## config.mk

```make
export PLATFORM = sky130hd
export DESIGN_NAME = capcmp_timer
export DESIGN_NICKNAME = d
export VERILOG_FILES = /design/src/rtl/capcmp_pkg.sv /design/src/rtl/capcmp_datapath.sv /design/src/rtl/capcmp_ctrl.sv /design/src/rtl/capcmp_timer.sv
export SDC_FILE = /design/constraint.sdc
export NUM_CORES = 1
export LEC_CHECK = 0
export BUFFER_PORTS_ARGS = -buffer_cell sky130_fd_sc_hd__buf_4
export CORE_UTILIZATION = 59
export DETAILED_ROUTE_END_ITERATION = 12
export MAX_ROUTING_LAYER = met4
export PLACE_DENSITY = 0.85
export REMOVE_ABC_BUFFERS = 1
export SKIP_LAST_GASP = 1
export SYNTH_ARGS = -nofsm -noshare
export SYNTH_HDL_FRONTEND = slang
export SYNTH_HIERARCHICAL = 1
export SYNTH_SLANG_ARGS = --single-unit
```

## constraint.sdc

```tcl
create_clock -name clk -period 2.46 [get_ports clk]
set_input_delay 0.369 -clock clk [delete_from_list [all_inputs] [get_ports clk]]
set_output_delay 0.369 -clock clk [all_outputs]
set_load 0.01 [all_outputs]
```

## src/rtl/capcmp_pkg.sv

```systemverilog
package capcmp_pkg;
  localparam logic [2:0] ADR_CNT    = 3'd0;
  localparam logic [2:0] ADR_CAP    = 3'd1;
  localparam logic [2:0] ADR_CMP    = 3'd2;
  localparam logic [2:0] ADR_MODE   = 3'd3;
  localparam logic [2:0] ADR_CAPADR = 3'd4;
  localparam logic [2:0] ADR_CAPLEN = 3'd5;
  localparam logic [2:0] ADR_CMPADR = 3'd6;
  localparam logic [2:0] ADR_CMPLEN = 3'd7;

  localparam int CAP_DMA_BIT = 6;
  localparam int CMP_DMA_BIT = 3;
  localparam int OVR_BIT     = 0;

  typedef struct packed {
    logic capLatch;
    logic cmpToggle;
    logic capXfer;
    logic cmpXfer;
  } strobe_t;
endpackage

```

## src/rtl/capcmp_datapath.sv

```systemverilog
module capcmp_datapath
  import capcmp_pkg::*;
#(
  parameter int CNT_W = 16
) (
  input  logic             clk,
  input  logic             rstN,
  input  strobe_t          strobe,
  input  logic             regWe,
  input  logic [2:0]       regAddr,
  input  logic [CNT_W-1:0] regWdata,
  input  logic [CNT_W-1:0] dmaRdata,
  output logic [CNT_W-1:0] counter,
  output logic [CNT_W-1:0] capReg,
  output logic [CNT_W-1:0] cmpReg,
  output logic [CNT_W-1:0] capAddr,
  output logic [CNT_W-1:0] capLen,
  output logic [CNT_W-1:0] cmpAddr,
  output logic [CNT_W-1:0] cmpLen,
  output logic             cmpOut,
  output logic             cmpMatch,
  output logic             capLenLast,
  output logic             cmpLenLast
);
  localparam logic [CNT_W-1:0] ONE   = CNT_W'(1);
  localparam logic [CNT_W-1:0] STEP  = CNT_W'(2);
  localparam logic [CNT_W-1:0] ZERO  = '0;
  localparam logic [CNT_W-1:0] CMP_RST = '1;

  logic wrCnt, wrCmp, wrCapAdr, wrCapLen, wrCmpAdr, wrCmpLen;

  assign wrCnt    = regWe && (regAddr == ADR_CNT);
  assign wrCmp    = regWe && (regAddr == ADR_CMP);
  assign wrCapAdr = regWe && (regAddr == ADR_CAPADR);
  assign wrCapLen = regWe && (regAddr == ADR_CAPLEN);
  assign wrCmpAdr = regWe && (regAddr == ADR_CMPADR);
  assign wrCmpLen = regWe && (regAddr == ADR_CMPLEN);

  assign cmpMatch   = (counter == cmpReg);
  assign capLenLast = (capLen <= ONE);
  assign cmpLenLast = (cmpLen <= ONE);

  always_ff @(posedge clk) begin
    if (!rstN) begin
      counter <= ZERO;
      capReg  <= ZERO;
      cmpReg  <= CMP_RST;
      cmpOut  <= 1'b0;
    end else begin
      counter <= wrCnt ? regWdata : counter + ONE;
      if (strobe.capLatch) capReg <= counter;
      if (strobe.cmpXfer)  cmpReg <= dmaRdata;
      else if (wrCmp)      cmpReg <= regWdata;
      if (strobe.cmpToggle) cmpOut <= ~cmpOut;
    end
  end

  always_ff @(posedge clk) begin
    if (!rstN) begin
      capAddr <= ZERO;
      capLen  <= ZERO;
      cmpAddr <= ZERO;
      cmpLen  <= ZERO;
    end else begin
      if (strobe.capXfer) begin
        capAddr <= capAddr + STEP;
        capLen  <= (capLen == ZERO) ? ZERO : capLen - ONE;
      end else begin
        if (wrCapAdr) capAddr <= regWdata;
        if (wrCapLen) capLen  <= regWdata;
      end
      if (strobe.cmpXfer) begin
        cmpAddr <= cmpAddr + STEP;
        cmpLen  <= (cmpLen == ZERO) ? ZERO : cmpLen - ONE;
      end else begin
        if (wrCmpAdr) cmpAddr <= regWdata;
        if (wrCmpLen) cmpLen  <= regWdata;
      end
    end
  end

  // free-running count unless loaded
  a_r1_count_step: assert property (@(posedge clk) disable iff (!rstN)
    !wrCnt |=> counter == $past(counter) + ONE);

  // capture transfer steps its address
  a_r6_addr_step: assert property (@(posedge clk) disable iff (!rstN)
    strobe.capXfer |=> capAddr == $past(capAddr) + STEP);

  // compare transfer loads the compare register from memory data
  a_r7_cmp_load: assert property (@(posedge clk) disable iff (!rstN)
    strobe.cmpXfer |=> cmpReg == $past(dmaRdata));
endmodule

```

## src/rtl/capcmp_ctrl.sv

```systemverilog
module capcmp_ctrl
  import capcmp_pkg::*;
#(
  parameter int INST_W = 2,
  parameter logic [INST_W-1:0] INST_ID = '0,
  localparam int ID_W = INST_W + 1
) (
  input  logic            clk,
  input  logic            rstN,
  input  logic            capIn,
  input  logic            modeWr,
  input  logic            modeCapBit,
  input  logic            modeCmpBit,
  input  logic            modeOvrClr,
  input  logic            cmpMatch,
  input  logic            capLenLast,
  input  logic            cmpLenLast,
  input  logic [1:0]      dmaAck,
  input  logic            eobIn,
  input  logic [ID_W-1:0] eobInId,
  output strobe_t         strobe,
  output logic            capDma,
  output logic            cmpDma,
  output logic            overrun,
  output logic [1:0]      dmaReq,
  output logic            capIrq,
  output logic            cmpIrq,
  output logic            eobOut,
  output logic [ID_W-1:0] eobOutId
);
  localparam logic [ID_W-1:0] CAP_ID = {INST_ID, 1'b0};
  localparam logic [ID_W-1:0] CMP_ID = {INST_ID, 1'b1};

  logic capInQ, capEdge, capXfer, cmpXfer, capEobHit, cmpEobHit;
  logic eobCap, eobCmp;

  assign capEdge   = capIn & ~capInQ;
  assign capXfer   = dmaAck[0] & dmaReq[0];
  assign cmpXfer   = dmaAck[1] & dmaReq[1];
  assign capEobHit = capXfer & capLenLast;
  assign cmpEobHit = cmpXfer & cmpLenLast;
  assign eobCap    = eobIn && (eobInId == CAP_ID);
  assign eobCmp    = eobIn && (eobInId == CMP_ID);

  always_comb begin
    strobe.capLatch  = capEdge;
    strobe.cmpToggle = cmpMatch;
    strobe.capXfer   = capXfer;
    strobe.cmpXfer   = cmpXfer;
  end

  always_ff @(posedge clk) begin
    if (!rstN) begin
      capInQ   <= 1'b0;
      capDma   <= 1'b0;
      cmpDma   <= 1'b0;
      overrun  <= 1'b0;
      dmaReq   <= 2'b00;
      capIrq   <= 1'b0;
      cmpIrq   <= 1'b0;
      eobOut   <= 1'b0;
      eobOutId <= '0;
    end else begin
      capInQ    <= capIn;
      capIrq    <= capEdge & ~capDma;
      cmpIrq    <= cmpMatch & ~cmpDma;
      dmaReq[0] <= (capEdge & capDma) | (dmaReq[0] & ~dmaAck[0]);
      dmaReq[1] <= (cmpMatch & cmpDma) | (dmaReq[1] & ~dmaAck[1]);
      if (capEdge & capDma & dmaReq[0] & ~dmaAck[0]) overrun <= 1'b1;
      else if (modeWr & modeOvrClr)                  overrun <= 1'b0;
      if (eobCap)      capDma <= 1'b0;
      else if (modeWr) capDma <= modeCapBit;
      if (eobCmp)      cmpDma <= 1'b0;
      else if (modeWr) cmpDma <= modeCmpBit;
      eobOut   <= capEobHit | cmpEobHit;
      eobOutId <= {INST_ID, cmpEobHit};
    end
  end

  // an event never yields both an interrupt pulse and a request
  a_r4_irq_or_req: assert property (@(posedge clk) disable iff (!rstN)
    capIrq |-> !$rose(dmaReq[0]));
  // pending request holds until acknowledged
  a_r5_req_hold: assert property (@(posedge clk) disable iff (!rstN)
    dmaReq[0] && !dmaAck[0] |=> dmaReq[0]);
  // the arbiter acknowledges one channel at a time
  a_r5_ack_onehot: assert property (@(posedge clk) disable iff (!rstN)
    $onehot0(dmaAck));
  // end-of-block only follows an acknowledge
  a_r8_eob_after_ack: assert property (@(posedge clk) disable iff (!rstN)
    $rose(eobOut) |-> $past(|dmaAck));
  // foreign end-of-block keeps the capture enable
  a_r9_foreign_keeps: assert property (@(posedge clk) disable iff (!rstN)
    eobIn && (eobInId != CAP_ID) && capDma && !modeWr |=> capDma);
  // capture over a waiting request flags overrun
  a_r10_overrun_set: assert property (@(posedge clk) disable iff (!rstN)
    capEdge && capDma && dmaReq[0] && !dmaAck[0] |=> overrun);
endmodule

```

## src/rtl/capcmp_timer.sv

```systemverilog
module capcmp_timer
  import capcmp_pkg::*;
#(
  parameter int CNT_W  = 16,
  parameter int INST_W = 2,
  parameter logic [INST_W-1:0] INST_ID = '0,
  localparam int ID_W = INST_W + 1
) (
  input  logic             clk,
  input  logic             rstN,
  input  logic             regWe,
  input  logic [2:0]       regAddr,
  input  logic [CNT_W-1:0] regWdata,
  output logic [CNT_W-1:0] regRdata,
  input  logic             capIn,
  output logic             cmpOut,
  output logic             capIrq,
  output logic             cmpIrq,
  output logic [1:0]       dmaReq,
  input  logic [1:0]       dmaAck,
  output logic [CNT_W-1:0] dmaAddr,
  output logic [CNT_W-1:0] dmaWdata,
  input  logic [CNT_W-1:0] dmaRdata,
  output logic             eobOut,
  output logic [ID_W-1:0]  eobOutId,
  input  logic             eobIn,
  input  logic [ID_W-1:0]  eobInId
);
  strobe_t strobe;
  logic [CNT_W-1:0] counter, capReg, cmpReg, capAddr, capLen, cmpAddr, cmpLen;
  logic [CNT_W-1:0] modeWord;
  logic cmpMatch, capLenLast, cmpLenLast, capDma, cmpDma, overrun, modeWr;

  assign modeWr = regWe && (regAddr == ADR_MODE);

  capcmp_ctrl #(.INST_W(INST_W), .INST_ID(INST_ID)) ctrl (
    .clk(clk), .rstN(rstN), .capIn(capIn),
    .modeWr(modeWr), .modeCapBit(regWdata[CAP_DMA_BIT]),
    .modeCmpBit(regWdata[CMP_DMA_BIT]), .modeOvrClr(regWdata[OVR_BIT]),
    .cmpMatch(cmpMatch), .capLenLast(capLenLast), .cmpLenLast(cmpLenLast),
    .dmaAck(dmaAck), .eobIn(eobIn), .eobInId(eobInId),
    .strobe(strobe), .capDma(capDma), .cmpDma(cmpDma), .overrun(overrun),
    .dmaReq(dmaReq), .capIrq(capIrq), .cmpIrq(cmpIrq),
    .eobOut(eobOut), .eobOutId(eobOutId)
  );

  capcmp_datapath #(.CNT_W(CNT_W)) dp (
    .clk(clk), .rstN(rstN), .strobe(strobe),
    .regWe(regWe), .regAddr(regAddr), .regWdata(regWdata), .dmaRdata(dmaRdata),
    .counter(counter), .capReg(capReg), .cmpReg(cmpReg),
    .capAddr(capAddr), .capLen(capLen), .cmpAddr(cmpAddr), .cmpLen(cmpLen),
    .cmpOut(cmpOut), .cmpMatch(cmpMatch),
    .capLenLast(capLenLast), .cmpLenLast(cmpLenLast)
  );

  always_comb begin
    modeWord = '0;
    modeWord[CAP_DMA_BIT] = capDma;
    modeWord[CMP_DMA_BIT] = cmpDma;
    modeWord[OVR_BIT]     = overrun;
  end

  always_comb begin
    case (regAddr)
      ADR_CNT:    regRdata = counter;
      ADR_CAP:    regRdata = capReg;
      ADR_CMP:    regRdata = cmpReg;
      ADR_MODE:   regRdata = modeWord;
      ADR_CAPADR: regRdata = capAddr;
      ADR_CAPLEN: regRdata = capLen;
      ADR_CMPADR: regRdata = cmpAddr;
      default:    regRdata = cmpLen;
    endcase
  end

  assign dmaAddr  = dmaAck[1] ? cmpAddr : capAddr;
  assign dmaWdata = capReg;
endmodule

```

# Word-level counts from Yosys, hierarchy flattened

Cells that the tools add are included.
W data, S select, Z words.

Div/mod/pow operators: 0
Reduce and logical (&&, ||, !) cells: 21
Magnitude comparators: 2
Multiply operators: 0
Multiplexer cells: 17
Bitwise gates (word level): 24
Equal/unequal tests: 9
Add/sub/neg operators: 5
Shift-type cells: 0

Operators by type and width:

| operator                | number |
|---|---|
| $mux W16                | 14 |
| $pmux W16 S7            | 1 |
| $add A16 B2 Y16 const B | 2 |
| $le A16 B1 Y1 const B   | 2 |
| $logic_not A16 Y1       | 2 |
| $sub A16 B1 Y16 const B | 2 |
| $add A16 B1 Y16 const B | 1 |
| $eq A16 B16 Y1          | 1 |
| $and A1 B1 Y1           | 14 |
| $eq A3 B3 Y1 const B    | 4 |
| $reduce_bool A2 Y1      | 6 |
| $logic_and A1 B1 Y1     | 9 |
| $not A1 Y1              | 7 |
| $eq A3 B1 Y1 const B    | 2 |
| $eq A3 B2 Y1 const B    | 2 |
| $logic_not A3 Y1        | 2 |
| $reduce_or A2 Y1        | 2 |
| $or A1 B1 Y1            | 3 |
| $mux W1                 | 2 |

Output and inout bits: 57
Flip-flop bits (word level): 125
Memories: 0
Word-level logic and storage cells: 96
Bits in writable memories: 0
Latch bits: 0
Bits of input ports: 45
Memory bits (read-only): 0

# Longest topological paths before layout

Gate-level depths: netlist of the first run.

Depth after elaboration: 6
Gate-level depth with buffers: 8
Gate-level depth less buffers: 7

# Modules after synthesis

The synthesis of the first run kept the hierarchy.

Modules (own cells, without submodules):

| module          | area each (um^2) | sequential area each (um^2) | instances | cells an instance |
|---|---|---|---|---|
| capcmp_datapath | 6087.1           | 2262.2                      | 1         | 733 |
| capcmp_timer    | 1253.7           | 0.0                         | 1         | 177 |
| capcmp_ctrl     | 411.6            | 200.2                       | 1         | 42 |

# Least setup slack after synthesis of the first run

Ideal clock, no wire load.

Kind: reg-to-reg
Start: register dp.capLen[0]
End: register dp.capLen[8]
Setup time: 132 ps
Stages on the path, launching flop included: 9
Path buffers: 1
Slack: 656 ps
Arrival: 1672 ps
Data required time: 2328 ps
Path through: dfxtp_1 inv_1 ha_1 nor3b_2 nand4_2 and2_1 buf_2 a22oi_1 a21oi_1

Word-level cells in the longest chain between the ends: 3

RTL lines:

| what                                                        | line                  | text |
|---|---|---|
| start: declaration                                          | capcmp_datapath.sv:17 | `output logic [CNT_W-1:0] capLen,` |
| start signal: assignment                                    | capcmp_datapath.sv:67 | `capLen <= (capLen == ZERO) ? ZERO : capLen - ONE;` |
| start signal: assignment                                    | capcmp_datapath.sv:70 | `if (wrCapLen) capLen <= regWdata;` |
| $sub A16 B1 Y16 / $logic_not A16 Y1 (equally long branches) | capcmp_datapath.sv:67 |  |
| $mux W16 (*)                                                | capcmp_datapath.sv:67 |  |
| $mux W16 (*)                                                | capcmp_datapath.sv:65 | `if (strobe.capXfer) begin` |

Mark *: on every way between the ends. The rest lies on a longest branch, timed or not.
A chain may end at the register's enable or synchronous reset.

# Final worst setup path of the first run

Start: register dp.counter[4]
End: output regRdata[4]

Word-level cells in the longest chain between the ends: 1

RTL lines:

| what                     | line                  | text |
|---|---|---|
| start: declaration       | capcmp_datapath.sv:13 | `output logic [CNT_W-1:0] counter,` |
| start signal: assignment | capcmp_datapath.sv:50 | `counter <= wrCnt ? regWdata : counter + ONE;` |
| $pmux W16 S7             | capcmp_timer.sv:64    | `case (regAddr)` |
| end: declaration         | capcmp_timer.sv:14    | `output logic [CNT_W-1:0] regRdata,` |

No other way between the ends.

==> results of run 1 <==
[where the power goes]
| part | leakage [nW] | internal, mW | switching [mW] |
|---|---|---|---|
| Clock | 0.282 | 1.53 | 0.942 |
| Sequential | 0.998 | 2.05 | 0.0899 |
| Combinational | 2.39 | 0.332 | 0.457 |
| Total | 3.67 | 3.91 | 1.49 |
[layout by cell type (no fill, tap or decap), drive strengths merged, types with 12 or more instances in the layout]
cell type  synthesis  routed
nor4              12      12
a21oi             58      58
and2              13      13
dfxtp            123     123
o21ai             65      65
xor2              15      15
nor2             103     103
xnor2             24      24
nand3             29      29
clkbuf            27      20
o22a              14      14
mux2              22      22
nand4             19      19
mux2i             51      51
a211oi            27      27
inv               14      14
buf               39     131
nand2            100     100
a22oi             12      12
a31oi             15      15
nor3              22      22
[sequential cells by signal, summed over array words and instances (netlist names), 2 cells and up]
register and flops:
dp/cmpAddr 16, ctrl/dmaReq 2, dp/counter 16, dp/cmpReg 16
dp/capLen 16, dp/capAddr 16, dp/capReg 16, dp/cmpLen 16
[through the flow]
step / instance area [µm²] / setup slack [ps]
after global placement: 8610 / 223
final: 9190 / 163
after floorplan: 7360 / -848
after detailed placement: 8610 / 255
after global routing: 9190 / 74.1
after CTS: 9190 / 213
[per-layer routing]
metal | global-route usage (%) | wire (µm) | vias up
met5 | - | 0 | -
met4 | 25.6 | 1580 | 0
met3 | 10.9 | 3470 | 107
met2 | 63.8 | 11900 | 544
met1 | 54.3 | 10900 | 3825
li1 | - | - | 3685
[final timing paths]
check | startpoint | to | slack (ps) | cells after the start
worst max-delay path | dp/counter[4]$_SDFF_PN0_ | regRdata[4] | 160 | 5
worst max register to register | ctrl/dmaReq[0]$_SDFF_PN0_ | dp/capAddr[12]$_SDFFE_PN0P_ | 250 | 5
worst min-delay path | eobInId[0] | ctrl/cmpDma$_SDFFE_PP0P_ | 140 | 2
worst min register to register | dp/capAddr[0]$_SDFFE_PN0P_ | dp/capAddr[0]$_SDFFE_PN0P_ | 490 | 2
[worst max-delay path, cell delays in order, from the launching register on]
cell,delay (ps)
dfxtp_1,460
nor2b_1,180
a211oi_1,60
a211oi_1,430
o22a_1,240
buf_4,120
[kinds of logic (layout without fill, tap and decap cells)]
kind of cell | after synthesis | after routing | synth area share, %
AOI/OAI and AO/OA | 266 | 266 | 22.9
xor gates and xnor gates | 39 | 39 | 4.41
other | 1 | 2 | 0.0484
DFF | 123 | 123 | 31.8
buffers and inverters | 80 | 176 | 5.78
adders and majority gates | 7 | 7 | 1.13
muxes | 74 | 74 | 10.1
and+or+nand+nor | 362 | 362 | 23.9
[final cells by class]
type                    instances  area (µm²)  area share [%]
inverters                      14        52.6           0.572
well taps                     172         215            2.34
multi-input cells             750        4860            52.9
clock inverters                11         121            1.32
flip-flops and latches        123        2460            26.8
clock buffers                  20         457            4.97
repair buffers                131        1020            11.1
==> key figures, run 1 <==
Status
  • Status: complete, no violations

Route
  • Via count: 8,161
  • ANT nets after route: 0
  • Drt drc: 0
  • Via/cell ratio: 6.68
  • Mean routed wirelength per cell: 22.8 µm
  • Iteration-0 DRC Markers: 1,191
  • Final WL: 27,900 µm
  • Initial DRT Pass Iterations: 6

Floorplan
  • Starting Density: 60.9%
  • Total Die Area: 13,600 µm²
  • Std-Cell Rows: 41
  • Die extent in y: 117 µm
  • Core area: 12,700 µm²
  • Die Span X: 117 µm
  • IO Count: 102

Yosys
  • FF+latch count, synth: 123
  • Async SR Flop Fraction: 0%
  • Commonest cells in the netlist: 123 x dfxtp_1, 103 x nor2_1, 98 x nand2_1
  • Yosys Warn Count: 6
  • Seq/Total Area, Yosys: 31.8%
  • Avg Synthesized Cell Area: 8.14 µm²
  • Netlist cell types: 78
  • Post-synth EDFFs: 0
  • Cell area after synthesis: 7750 µm²
  • Synth area leaders: dfxtp_1 32%, mux2i_1 6.6%, nor2_1 5.0%
  • Top_reg_cell synth: dfxtp_1
  • Leading area contributor after synthesis: dfxtp_1
  • Most frequent cell after synthesis: dfxtp_1
  • Synth Instances: 952
  • Top-area cell type share of the netlist area: 31.8%

Timing
  • Max Freq: 435 MHz
  • Clock Skew: 7.34 ps
  • Fin Setup TNS: 0 ps
  • Final worst path period share: 93.4%
  • Slew HR: 51.8%
  • Fin. Hold Viols: 0
  • RSZ-0062 raised after global routing: no
  • Post-route minimum period: 2300 ps
  • Slew Limit Fails: 0
  • # setup viols final: 0
  • Worst Tran Pin Value: 723 ps
  • Hold WS: 139 ps

GRT
  • Total grt overflow: 0
  • Vias in the first global route: 7,385
  • Total track usage: 43.6%
  • First-pass GRT wire length: 42,000 µm
  • Antenna violations before repair: 0
  • Pin count of the biggest net entering global routing: 58

Clocking
  • CTS Buf Count: 17
  • CTS Sinks: 123
  • Cts hold-fix bufs: 0
  • Clock transition at path regs: 60 ps
  • Post-CTS sizing: 0
  • Clock root cell: clkbuf_16
  • Post-CTS Setup Bufs: 0
  • Clk buf depth: 2
  • CTS tree: done
  • Total number of H-tree levels: 4
  • Worst skew pair latency: 440 ps

Finish
  • Final net count: 1,089
  • Share of layout cells above drive strength 1: 20.3%
  • Diodes inserted: 0
  • Final Non-Filler Cells: 1,221
  • Final core occ: 72.3%
  • Synthesis-to-finish area growth: 18.6%
  • # fillers: 1,032

Power and ir drop
  • PwrDens: 587 nW/µm²
  • Peak supply drop: 0.478 mV
  • Final Total Pwr: 5.40 mW
  • LEAKAGE: 3.67 nW

Placement
  • Hpwl dp: 19,600 µm
  • Post-Place Cells: 1,190
  • GPL Wtd Cong: 1.02
  • PortBufs: 99

Setup path
  • Critical path class: flip-flop to output pin
  • Critical Path End Type: output pin
  • Critical Path AT: 1930 ps
  • Crit path launch type: flip-flop
  • Worst Path Required: 2090 ps
  • Critical Path Fanout Max: 6

Hold path
  • Hold Crit Class: primary input to flip-flop

Run
  • Number of max-cap violations: 0
(Power assumes the default switching activity.)
==> inputs of run 2 (changes only) <==
CORE_MARGIN = 5   (was unset)
==> key figures, run 2 (synthesis results as in run 1) <==
Clocking
  • Cts hold-fix bufs: 0 (unchanged)
  • CTS tree: done (unchanged)
  • CTS Buf Count: 17 (unchanged)
  • Post-CTS Setup Bufs: 0 (unchanged)
  • Post-CTS sizing: 0 (unchanged)
  • Total number of H-tree levels: 4 (unchanged)
  • Clk buf depth: 2 (unchanged)
  • Clock transition at path regs: 50 ps (was 60 ps)
  • Worst skew pair latency: 420 ps (was 440 ps)
  • CTS Sinks: 123 (unchanged)
  • Clock root cell: clkbuf_16 (unchanged)

Route
  • Drt drc: 0 (unchanged)
  • Iteration-0 DRC Markers: 1,421 (was 1,191)
  • Via/cell ratio: 6.80 (was 6.68)
  • Via count: 8,303 (was 8,161)
  • Final WL: 28,700 µm (was 27,900 µm)
  • Mean routed wirelength per cell: 23.5 µm (was 22.8 µm)
  • ANT nets after route: 0 (unchanged)
  • Initial DRT Pass Iterations: 8 (was 6)

Power and ir drop
  • PwrDens: 583 nW/µm² (was 587 nW/µm²)
  • LEAKAGE: 3.68 nW (was 3.67 nW)
  • Peak supply drop: 0.440 mV (was 0.478 mV)

Finish
  • Final net count: 1,092 (was 1,089)
  • Final core occ: 71.9% (was 72.3%)
  • Share of layout cells above drive strength 1: 20.4% (was 20.3%)
  • Diodes inserted: 0 (unchanged)
  • Highest-count cells in the layout ignoring fill and taps: 132 x buf_4, 123 x dfxtp_1, 103 x nor2_1 (was 128 x buf_4, 123 x dfxtp_1, 103 x nor2_1)
  • Most common cell after layout, fill and taps aside: buf_4 (unchanged)
  • # fillers: 998 (was 1,032)
  • Synthesis-to-finish area growth: 18.5% (was 18.6%)

Setup path
  • Worst Path Required: 2090 ps (about the same)
  • Critical path class: primary input to output pin (was flip-flop to output pin)
  • Crit path launch type: primary input (was flip-flop)
  • RR Endpoint: dp/capAddr[15]$_SDFFE_PN0P_ (was dp/capAddr[12]$_SDFFE_PN0P_)
  • FF-to-FF setup slack: 250 ps (about the same)
  • Register-to-Register Path Depth: 6 (was 5)
  • RR Startpoint: ctrl/dmaReq[0]$_SDFF_PN0_ (unchanged)
  • Critical Path AT: 1940 ps (was 1930 ps)
  • Critical Path Fanout Max: 57 (was 6)
  • Critical Path End Type: output pin (unchanged)

Run
  • Number of max-cap violations: 0 (unchanged)

Floorplan
  • Starting Density: 60.7% (was 60.9%)
  • Die Span X: 125 µm (was 117 µm)
  • Core area: 12,800 µm² (was 12,700 µm²)
  • Die extent in y: 125 µm (was 117 µm)
  • IO Count: 102 (unchanged)
  • Total Die Area: 15,500 µm² (was 13,600 µm²)
  • Std-Cell Rows: 41 (unchanged)

GRT
  • Antenna violations before repair: 0 (unchanged)
  • Total grt overflow: 0 (unchanged)
  • Total track usage: 36.9% (was 43.6%)
  • Vias in the first global route: 7,699 (was 7,385)
  • Pin count of the biggest net entering global routing: 61 (was 58)
  • First-pass GRT wire length: 43,900 µm (was 42,000 µm)

Placement
  • GPL Wtd Cong: 1.08 (was 1.02)
  • Place WS: 214 ps (was 255 ps)
  • PortBufs: 99 (unchanged)
  • Hpwl dp: 20,100 µm (was 19,600 µm)

Timing
  • RSZ-0062 raised after global routing: no (unchanged)
  • Final worst path period share: 93.8% (was 93.4%)
  • Clock Skew: 7.98 ps (was 7.34 ps)
  • Post-route minimum period: 2310 ps (was 2300 ps)
  • Max Freq: 433 MHz (was 435 MHz)
  • Fin worst setup slack: 153 ps (was 163 ps)
  • Fin. Hold Viols: 0 (unchanged)
  • # setup viols final: 0 (unchanged)
  • Slew Limit Fails: 0 (unchanged)
  • Slew HR: 58.0% (was 51.8%)
  • Worst Tran Pin Value: 630 ps (was 723 ps)

Hold path
  • Hold path start: eobInId[0] (unchanged)
  • Worst Hold End: ctrl/cmpDma$_SDFFE_PP0P_ (unchanged)
  • Hold Crit Class: primary input to flip-flop (unchanged)
  • Worst hold stages: 2 (unchanged)

Status
  • Status: complete, no violations (unchanged)
-- run 2: changes by cell type in the layout (fill, tap and decap cells not counted), sizes merged --
cell,change
clkinvlp,-1
clkinv,-2
buf,+3
-- run 2: worst max-delay path by stage --
stage	startpoint	endpoint	slack, ps	cells past startpoint
global route	regAddr[1]	regRdata[3]	8	6
global placement	regAddr[1]	regRdata[7]	240	6
floorplan	regAddr[2]	dp/cmpReg[14]$_SDFFE_PN1P_	-850	5
finish	regAddr[1]	regRdata[3]	150	6
detailed placement	regAddr[1]	regRdata[3]	210	6
CTS	regAddr[1]	regRdata[3]	220	6
-- run 2: per-layer routing --
metal	wire, µm	global-route usage, %	share of wire [%]	vias up
met5	0	-	0	-
met4	1570	18.5	5.5	0
met3	3770	10.9	13	130
met2	12300	53.0	43	611
met1	11000	47.0	39	3867
li1	-	-	-	3695
-- run 2: worst max-delay path: stages --
cell and delay (ps):
buf_4 480, nor2b_2 390, a221oi_1 120, a31oi_1 210
o22a_1 210, buf_4 140
-- run 2: cell type report --
class	count	area (µm²)	share of cell area [%]
flip-flops and latches	123	2460	26.8
clock buffers	20	467	5.08
repair buffers	134	1030	11.2
multi-input cells	750	4860	52.9
well taps	172	215	2.34
inverters	14	52.6	0.572
clock inverters	8	96.3	1.05
-- run 2: where the power goes --
group          switching [mW]  total, mW  internal (mW)
clock                   0.880       2.42           1.54
sequential             0.0966       2.14           2.05
combinational           0.459      0.790          0.332
total                    1.43       5.35           3.92
-- run 2: per-stage QoR --
stage / total power [mW] / hold WS, ps / setup TNS, ps / instance area (µm²) / std cells
CTS: 5.34 / 152 / 0 / 9190 / 1221
floorplan: 2.55 / 426 / -13540 / 7360 / 887
global route: 5.53 / 153 / 0 / 9190 / 1221
global placement: 2.93 / 462 / 0 / 8620 / 1193
detailed placement: 2.94 / 481 / 0 / 8620 / 1193
finish: 5.35 / 164 / 0 / 9190 / 1221
